File: src/rtl/ee_slave_pkg.sv
package ee_slave_pkg;
  localparam int DATA_W = 8;

  typedef struct packed {
    logic              start;
    logic              stop;
    logic              rise;
    logic              fall;
    logic              full;
    logic [DATA_W-1:0] rxByte;
    logic              sdaBit;
  } busEv_t;

  typedef struct packed {
    logic clrBit;
    logic ldAddr;
    logic wrByte;
    logic ldTx;
    logic shTx;
    logic ackOn;
    logic relSda;
  } dpCmd_t;
endpackage

File: src/rtl/ee_slave_dpath.sv
module ee_slave_dpath
  import ee_slave_pkg::*;
#(
  parameter int ADDR_W = 8,
  parameter int SYNC_N = 2
) (
  input  logic              clk,
  input  logic              rstN,
  input  logic              sclIn,
  input  logic              sdaIn,
  input  dpCmd_t            cmd,
  output busEv_t            ev,
  output logic              sdaOe,
  output logic [ADDR_W-1:0] memAddr,
  output logic              memWrEn,
  output logic [DATA_W-1:0] memWrData,
  input  logic [DATA_W-1:0] memRdData
);
  localparam int CNT_W = $clog2(DATA_W + 1);
  localparam logic [CNT_W-1:0] FULL_CNT = CNT_W'(DATA_W);

  logic [SYNC_N-1:0] sclPipe, sdaPipe;
  logic              sclD, sdaD;
  logic              sclS, sdaS;
  logic [CNT_W-1:0]  bitCnt;
  logic [DATA_W-1:0] rxShift, txShift;
  logic [ADDR_W-1:0] addrCnt;

  assign sclS = sclPipe[SYNC_N-1];
  assign sdaS = sdaPipe[SYNC_N-1];

  always_ff @(posedge clk or negedge rstN) begin
    if (!rstN) begin
      sclPipe <= '1;
      sdaPipe <= '1;
      sclD    <= 1'b1;
      sdaD    <= 1'b1;
    end else begin
      sclPipe <= {sclPipe[SYNC_N-2:0], sclIn};
      sdaPipe <= {sdaPipe[SYNC_N-2:0], sdaIn};
      sclD    <= sclS;
      sdaD    <= sdaS;
    end
  end

  always_comb begin
    ev.start  = sclS & sclD & sdaD & ~sdaS;
    ev.stop   = sclS & sclD & ~sdaD & sdaS;
    ev.rise   = sclS & ~sclD;
    ev.fall   = ~sclS & sclD;
    ev.full   = (bitCnt == FULL_CNT);
    ev.rxByte = rxShift;
    ev.sdaBit = sdaS;
  end

  always_ff @(posedge clk or negedge rstN) begin
    if (!rstN) begin
      bitCnt  <= '0;
      rxShift <= '0;
    end else if (cmd.clrBit) begin
      bitCnt  <= '0;
    end else if (ev.rise && !ev.full) begin
      bitCnt  <= bitCnt + 1'b1;
      rxShift <= {rxShift[DATA_W-2:0], sdaS};
    end
  end

  always_ff @(posedge clk or negedge rstN) begin
    if (!rstN) begin
      addrCnt <= '0;
    end else if (cmd.ldAddr) begin
      addrCnt <= rxShift[ADDR_W-1:0];
    end else if (cmd.wrByte || cmd.ldTx) begin
      addrCnt <= addrCnt + 1'b1;
    end
  end

  always_ff @(posedge clk or negedge rstN) begin
    if (!rstN) begin
      txShift <= '0;
      sdaOe   <= 1'b0;
    end else if (cmd.ldTx) begin
      txShift <= memRdData;
      sdaOe   <= ~memRdData[DATA_W-1];
    end else if (cmd.shTx) begin
      txShift <= {txShift[DATA_W-2:0], 1'b0};
      sdaOe   <= ~txShift[DATA_W-2];
    end else if (cmd.ackOn) begin
      sdaOe   <= 1'b1;
    end else if (cmd.relSda) begin
      sdaOe   <= 1'b0;
    end
  end

  assign memAddr   = addrCnt;
  assign memWrEn   = cmd.wrByte;
  assign memWrData = rxShift;


  sda_scl_low_chk: assert property (@(posedge clk) disable iff (!rstN)
    !$stable(sdaOe) |-> !sclIn);


  wr_full_chk: assert property (@(posedge clk) disable iff (!rstN)
    memWrEn |-> (bitCnt == FULL_CNT));


  ack_slot_chk: assert property (@(posedge clk) disable iff (!rstN)
    cmd.ackOn |-> (bitCnt == FULL_CNT) && !sclS);


  bit_abort_chk: assert property (@(posedge clk) disable iff (!rstN)
    ev.start |=> (bitCnt == '0));
endmodule

File: src/rtl/ee_slave_ctrl.sv
module ee_slave_ctrl
  import ee_slave_pkg::*;
#(
  parameter logic [6:0] DEV_ID = 7'b1010000
) (
  input  logic   clk,
  input  logic   rstN,
  input  logic   progBusy,
  input  busEv_t ev,
  output dpCmd_t cmd
);
  typedef enum logic [3:0] {
    S_IDLE, S_HDR, S_HDR_ACK, S_WADR, S_WADR_ACK,
    S_WDAT, S_WDAT_ACK, S_RDAT, S_RACK
  } state_t;

  state_t state, nextState;
  logic   rdMode, rdModeNext;

  always_comb begin
    cmd        = '0;
    nextState  = state;
    rdModeNext = rdMode;
    if (ev.start) begin
      nextState  = S_HDR;
      cmd.clrBit = 1'b1;
      cmd.relSda = 1'b1;
    end else if (ev.stop) begin
      nextState  = S_IDLE;
      cmd.clrBit = 1'b1;
      cmd.relSda = 1'b1;
    end else begin
      case (state)
        S_HDR: if (ev.fall && ev.full) begin
          if (ev.rxByte[7:1] == DEV_ID && !progBusy) begin
            cmd.ackOn  = 1'b1;
            rdModeNext = ev.rxByte[0];
            nextState  = S_HDR_ACK;
          end else begin
            nextState  = S_IDLE;
          end
        end
        S_HDR_ACK: if (ev.fall) begin
          cmd.clrBit = 1'b1;
          if (rdMode) begin
            cmd.ldTx  = 1'b1;
            nextState = S_RDAT;
          end else begin
            cmd.relSda = 1'b1;
            nextState  = S_WADR;
          end
        end
        S_WADR: if (ev.fall && ev.full) begin
          cmd.ldAddr = 1'b1;
          cmd.ackOn  = 1'b1;
          nextState  = S_WADR_ACK;
        end
        S_WADR_ACK, S_WDAT_ACK: if (ev.fall) begin
          cmd.clrBit = 1'b1;
          cmd.relSda = 1'b1;
          nextState  = S_WDAT;
        end
        S_WDAT: if (ev.fall && ev.full) begin
          cmd.wrByte = 1'b1;
          cmd.ackOn  = 1'b1;
          nextState  = S_WDAT_ACK;
        end
        S_RDAT: if (ev.fall) begin
          if (ev.full) begin
            cmd.relSda = 1'b1;
            nextState  = S_RACK;
          end else begin
            cmd.shTx = 1'b1;
          end
        end
        S_RACK: begin
          if (ev.rise && ev.sdaBit) begin
            nextState = S_IDLE;
          end else if (ev.fall) begin
            cmd.clrBit = 1'b1;
            cmd.ldTx   = 1'b1;
            nextState  = S_RDAT;
          end
        end
        default: nextState = state;
      endcase
    end
  end

  always_ff @(posedge clk or negedge rstN) begin
    if (!rstN) begin
      state  <= S_IDLE;
      rdMode <= 1'b0;
    end else begin
      state  <= nextState;
      rdMode <= rdModeNext;
    end
  end


  busy_nak_chk: assert property (@(posedge clk) disable iff (!rstN)
    (state == S_HDR && ev.fall && ev.full && progBusy) |=> (state == S_IDLE));
endmodule

File: src/rtl/eeprom_bus_slave.sv
module eeprom_bus_slave
  import ee_slave_pkg::*;
#(
  parameter int         ADDR_W = 8,
  parameter int         SYNC_N = 2,
  parameter logic [6:0] DEV_ID = 7'b1010000
) (
  input  logic              clk,
  input  logic              rstN,
  input  logic              sclIn,
  input  logic              sdaIn,
  input  logic              progBusy,
  output logic              sdaOe,
  output logic [ADDR_W-1:0] memAddr,
  output logic              memWrEn,
  output logic [DATA_W-1:0] memWrData,
  input  logic [DATA_W-1:0] memRdData
);
  busEv_t busEv;
  dpCmd_t dpCmd;

  ee_slave_ctrl #(.DEV_ID(DEV_ID)) u_ctrl (
    .clk      (clk),
    .rstN     (rstN),
    .progBusy (progBusy),
    .ev       (busEv),
    .cmd      (dpCmd)
  );

  ee_slave_dpath #(.ADDR_W(ADDR_W), .SYNC_N(SYNC_N)) u_dpath (
    .clk       (clk),
    .rstN      (rstN),
    .sclIn     (sclIn),
    .sdaIn     (sdaIn),
    .cmd       (dpCmd),
    .ev        (busEv),
    .sdaOe     (sdaOe),
    .memAddr   (memAddr),
    .memWrEn   (memWrEn),
    .memWrData (memWrData),
    .memRdData (memRdData)
  );
endmodule

File: config.mk
export PLATFORM = sky130hd
export DESIGN_NAME = eeprom_bus_slave
export DESIGN_NICKNAME = d
export VERILOG_FILES = /design/src/rtl/ee_slave_pkg.sv /design/src/rtl/ee_slave_dpath.sv /design/src/rtl/ee_slave_ctrl.sv /design/src/rtl/eeprom_bus_slave.sv
export SDC_FILE = /design/constraint.sdc
export NUM_CORES = 1
export LEC_CHECK = 0
export ABC_AREA = 1
export BUFFER_PORTS_ARGS = -buffer_cell sky130_fd_sc_hd__buf_4
export CAP_MARGIN = 25
export CORE_ASPECT_RATIO = 1.5
export CORE_MARGIN = 10
export CORE_UTILIZATION = 45
export CTS_CLUSTER_SIZE = 20
export DETAILED_ROUTE_END_ITERATION = 10
export PLACE_DENSITY_LB_ADDON = 0.08
export REMOVE_ABC_BUFFERS = 1
export SLEW_MARGIN = 20
export SYNTH_ARGS = -nofsm -noshare
export SYNTH_HDL_FRONTEND = slang
export SYNTH_SLANG_ARGS = --single-unit
File: constraint.sdc
create_clock -name clk -period 1.7 [get_ports clk]
set_input_delay 0 -clock clk [delete_from_list [all_inputs] [get_ports clk]]
set_output_delay 0 -clock clk [all_outputs]
set_load 0.03 [all_outputs]
==> flow_summary.json <==
{
  "status": "complete, no violations",
  "slowest_stage": "dfrtp_1",
  "vias": 2044,
  "dp.final_hpwl_mm": 4.04,
  "die_h_um": 107,
  "grt_overflow": 0,
  "p_per_area_nw_per_um2": 991,
  "diodes": 0,
  "start_util_pct": 47.0,
  "htree_levels": 2,
  "nFillCells": 488,
  "synth-edff-count": 0,
  "layout_setup_ws_ns": 0.0745,
  "worst_pin_slew_ns": 0.501,
  "io_pins": 31,
  "cts.clk_slew.worst_paths_ns": 0.07,
  "ys_types": 31,
  "rows": 31,
  "wirelength_mm": 5.37,
  "die_w_um": 78.3,
  "core_area_um2": 4890,
  "synth-seq-area-share_pct": 42.9,
  "critPathBufInv": 2,
  "multiInputGateArea_um2": 1080,
  "final_common_cell": "nand2_1",
  "grt_first_pass_wirelength_mm": 9.17,
  "cts_sinks": 39,
  "register_area_um2": 983,
  "dr.pass1.iters": 7,
  "cts_tree": "yes",
  "antenna_left": 0,
  "antenna_found_initial": 0,
  "pre_cts_slack_ns": -0.0142,
  "cp-end-kind": "output port",
  "grt_use_total_pct": 13.4,
  "syn_inst": 296,
  "syn_area_um2": 2290,
  "path_max_fanout": 4,
  "crit_type": "flop to output port",
  "synth_ff_type": "dfrtp_1",
  "grt_start_max_net_pins": 40,
  "required_ns": 1.70,
  "cp-start-kind": "flop",
  "cp.depth": 7,
  "maxSlewHeadroom_pct": 66.6,
  "max-cap-violations": 0,
  "hold_ws_ns": 0.0422,
  "hp-class": "input pin to flop",
  "rsz0062_at_grt": "true",
  "drc_errors": 0,
  "hold_violations": 0,
  "port_buffers": 30,
  "worstSkewPairLatency_ns": 0.30,
  "critPathArrivalTime_ns": 1.63,
  "slew_violations": 0,
  "fmax_mhz": 615,
  "crit_chain": "inv_2, ha_2, nand2_1, nor2_2, nand2_2, nor2_1, buf_4",
  "max_stage_delay_ns": 0.41,
  "drive_above_1_share_pct": 28.0,
  "syn_to_final_growth_pct": 21.8,
  "cts_buffers": 5,
  "avgSynthCellArea_um2": 7.75,
  "final_cell_mix": "nand2_1 (84), buf_4 (39), nand3_1 (33), dfrtp_1 (33), inv_1 (28)",
  "dr.first_iter.drc_count": 106,
  "cts_max_path_buffers": 2,
  "gp_congestion": 0.873,
  "async_reset_ff_share_pct": 100,
  "avgViaCountPerCell": 5.00,
  "finalClockSkew_ns": 0.00584,
  "worstRegToRegCells": 11,
  "cp_top_family": "simple AND/OR/NAND/NOR gates",
  "wl_per_cell_um": 13.1,
  "setup_violations": 0,
  "yosys_warnings": 0,
  "grt_pass1_vias": 2037,
  "fin_nets": 358,
  "timing.final.crit_share_pct": 95.6,
  "max-vdd-ir-drop_mv": 0.456,
  "cts_root_buf": "clkbuf_8",
  "leakage_nw": 1.41,
  "ys_seq_elements": 39,
  "die-area_um2": 8410,
  "holdPathStages": 6,
  "period_minus_slack_ns": 1.63
}
## per-layer routing
metal  GRT usage (%)  vias up  share of wire, %
met4            6.81        0               2.6
met5               0        -                 0
met3            3.51       14               6.1
li1                -     1019                 -
met2            25.4       58                53
met1            12.8      953                38
## path summary, 6_finish.rpt
kind	from	to	slack, ns
max	u_dpath.bitCnt[0]$_DFFE_PN0P_	memWrEn	0.07
min	memRdData[7]	u_dpath.sdaOe$_DFFE_PN0P_	0.04
max reg2reg	u_dpath.bitCnt[0]$_DFFE_PN0P_	u_dpath.memAddr[7]$_DFFE_PN0P_	0.08
min reg2reg	u_dpath.sclPipe[0]$_DFF_PN1_	u_dpath.sclPipe[1]$_DFF_PN1_	0.36
max in group asynchronous	rstN	u_dpath.sdaD$_DFF_PN1_	1.12
min in group asynchronous	rstN	u_dpath.memWrData[4]$_DFFE_PN0P_	0.21
## cell type report
cell class / count / share of cell area, %
clock buffer: 6 / 2.60
clock inverter: 2 / 0.448
inverter: 38 / 5.19
multi-input combinational: 208 / 38.8
sequential: 39 / 35.2
tap: 66 / 2.96
timing repair buffer: 50 / 14.8
## state kept, by name, summed over array words and instances (netlist names)
register / count
u_dpath.sdaD: 1
u_dpath.txShift: 7
u_ctrl.state: 4
u_dpath.bitCnt: 4
u_ctrl.rdMode: 1
u_dpath.memAddr: 8
u_dpath.sdaPipe: 2
u_dpath.sdaOe: 1
u_dpath.memWrData: 8
u_dpath.sclD: 1
u_dpath.sclPipe: 2
## kinds of logic (layout without fill, tap and decap cells)
family	after synthesis	in the layout	synth area share (%)
buffers and inverters	49	96	10.3
AND/OR/NAND/NOR	171	171	35.7
adder cells (fa/ha/maj)	3	3	1.64
flip-flops	39	39	42.9
XOR/XNOR	5	5	1.91
AO/OA/AOI/OAI	29	29	7.63
## cell usage after synthesis (2+ instances only)
library cell	count	area share [%]
nand2_1	86	14
dfstp_2	6	6.9
inv_1	29	4.7
nor2_2	2	0.55
nand4_1	4	1.1
xor2_1	2	0.76
nor2_1	23	3.8
o21ai_0	15	3.3
a21oi_1	3	0.65
ha_1	3	1.6
nor2_4	4	2.0
inv_2	8	1.3
o21ai_1	2	0.44
buf_4	9	2.9
dfrtp_1	33	36
nand2_4	2	0.98
o21ai_2	5	1.9
nand3_1	33	7.2
nand2_2	13	3.5
xnor2_1	3	1.1
## stage by stage
step	cells	TNS (ns)	area [um2]	utilization [%]	power (mW)
floorplan	285	0	2200	-	1.84
global placement	386	0	2550	52.2	2.10
detailed placement	386	-0.0200	2550	52.2	2.11
CTS	404	0	2740	56.0	2.76
global route	409	-0.0949	2790	57.2	2.98
finish	409	0	2790	57.2	2.77
## worst min-delay path, stage by stage
cell and delay, ns:
buf_4 0.08, nand2_1 0.04, nand2_1 0.05, inv_1 0.03, nand2_1 0.05, o21ai_1 0.06
## power breakdown
group	switching (mW)	internal [mW]
clock	0.326	0.287
sequential	0.177	1.09
combinational	0.537	0.350
## what timing repair did
| action | in CTS | in global routing |
|---|---|---|
| gates resized for setup | 3 | 5 |
| pin swaps | 0 | 4 |
| endpoints found under the hold margin | 42 | 0 |
| setup buffers | 0 | 5 |
| setup endpoints to repair | 7 | 13 |
| hold buffers | 10 | 0 |
(Power assumes the default switching activity.)
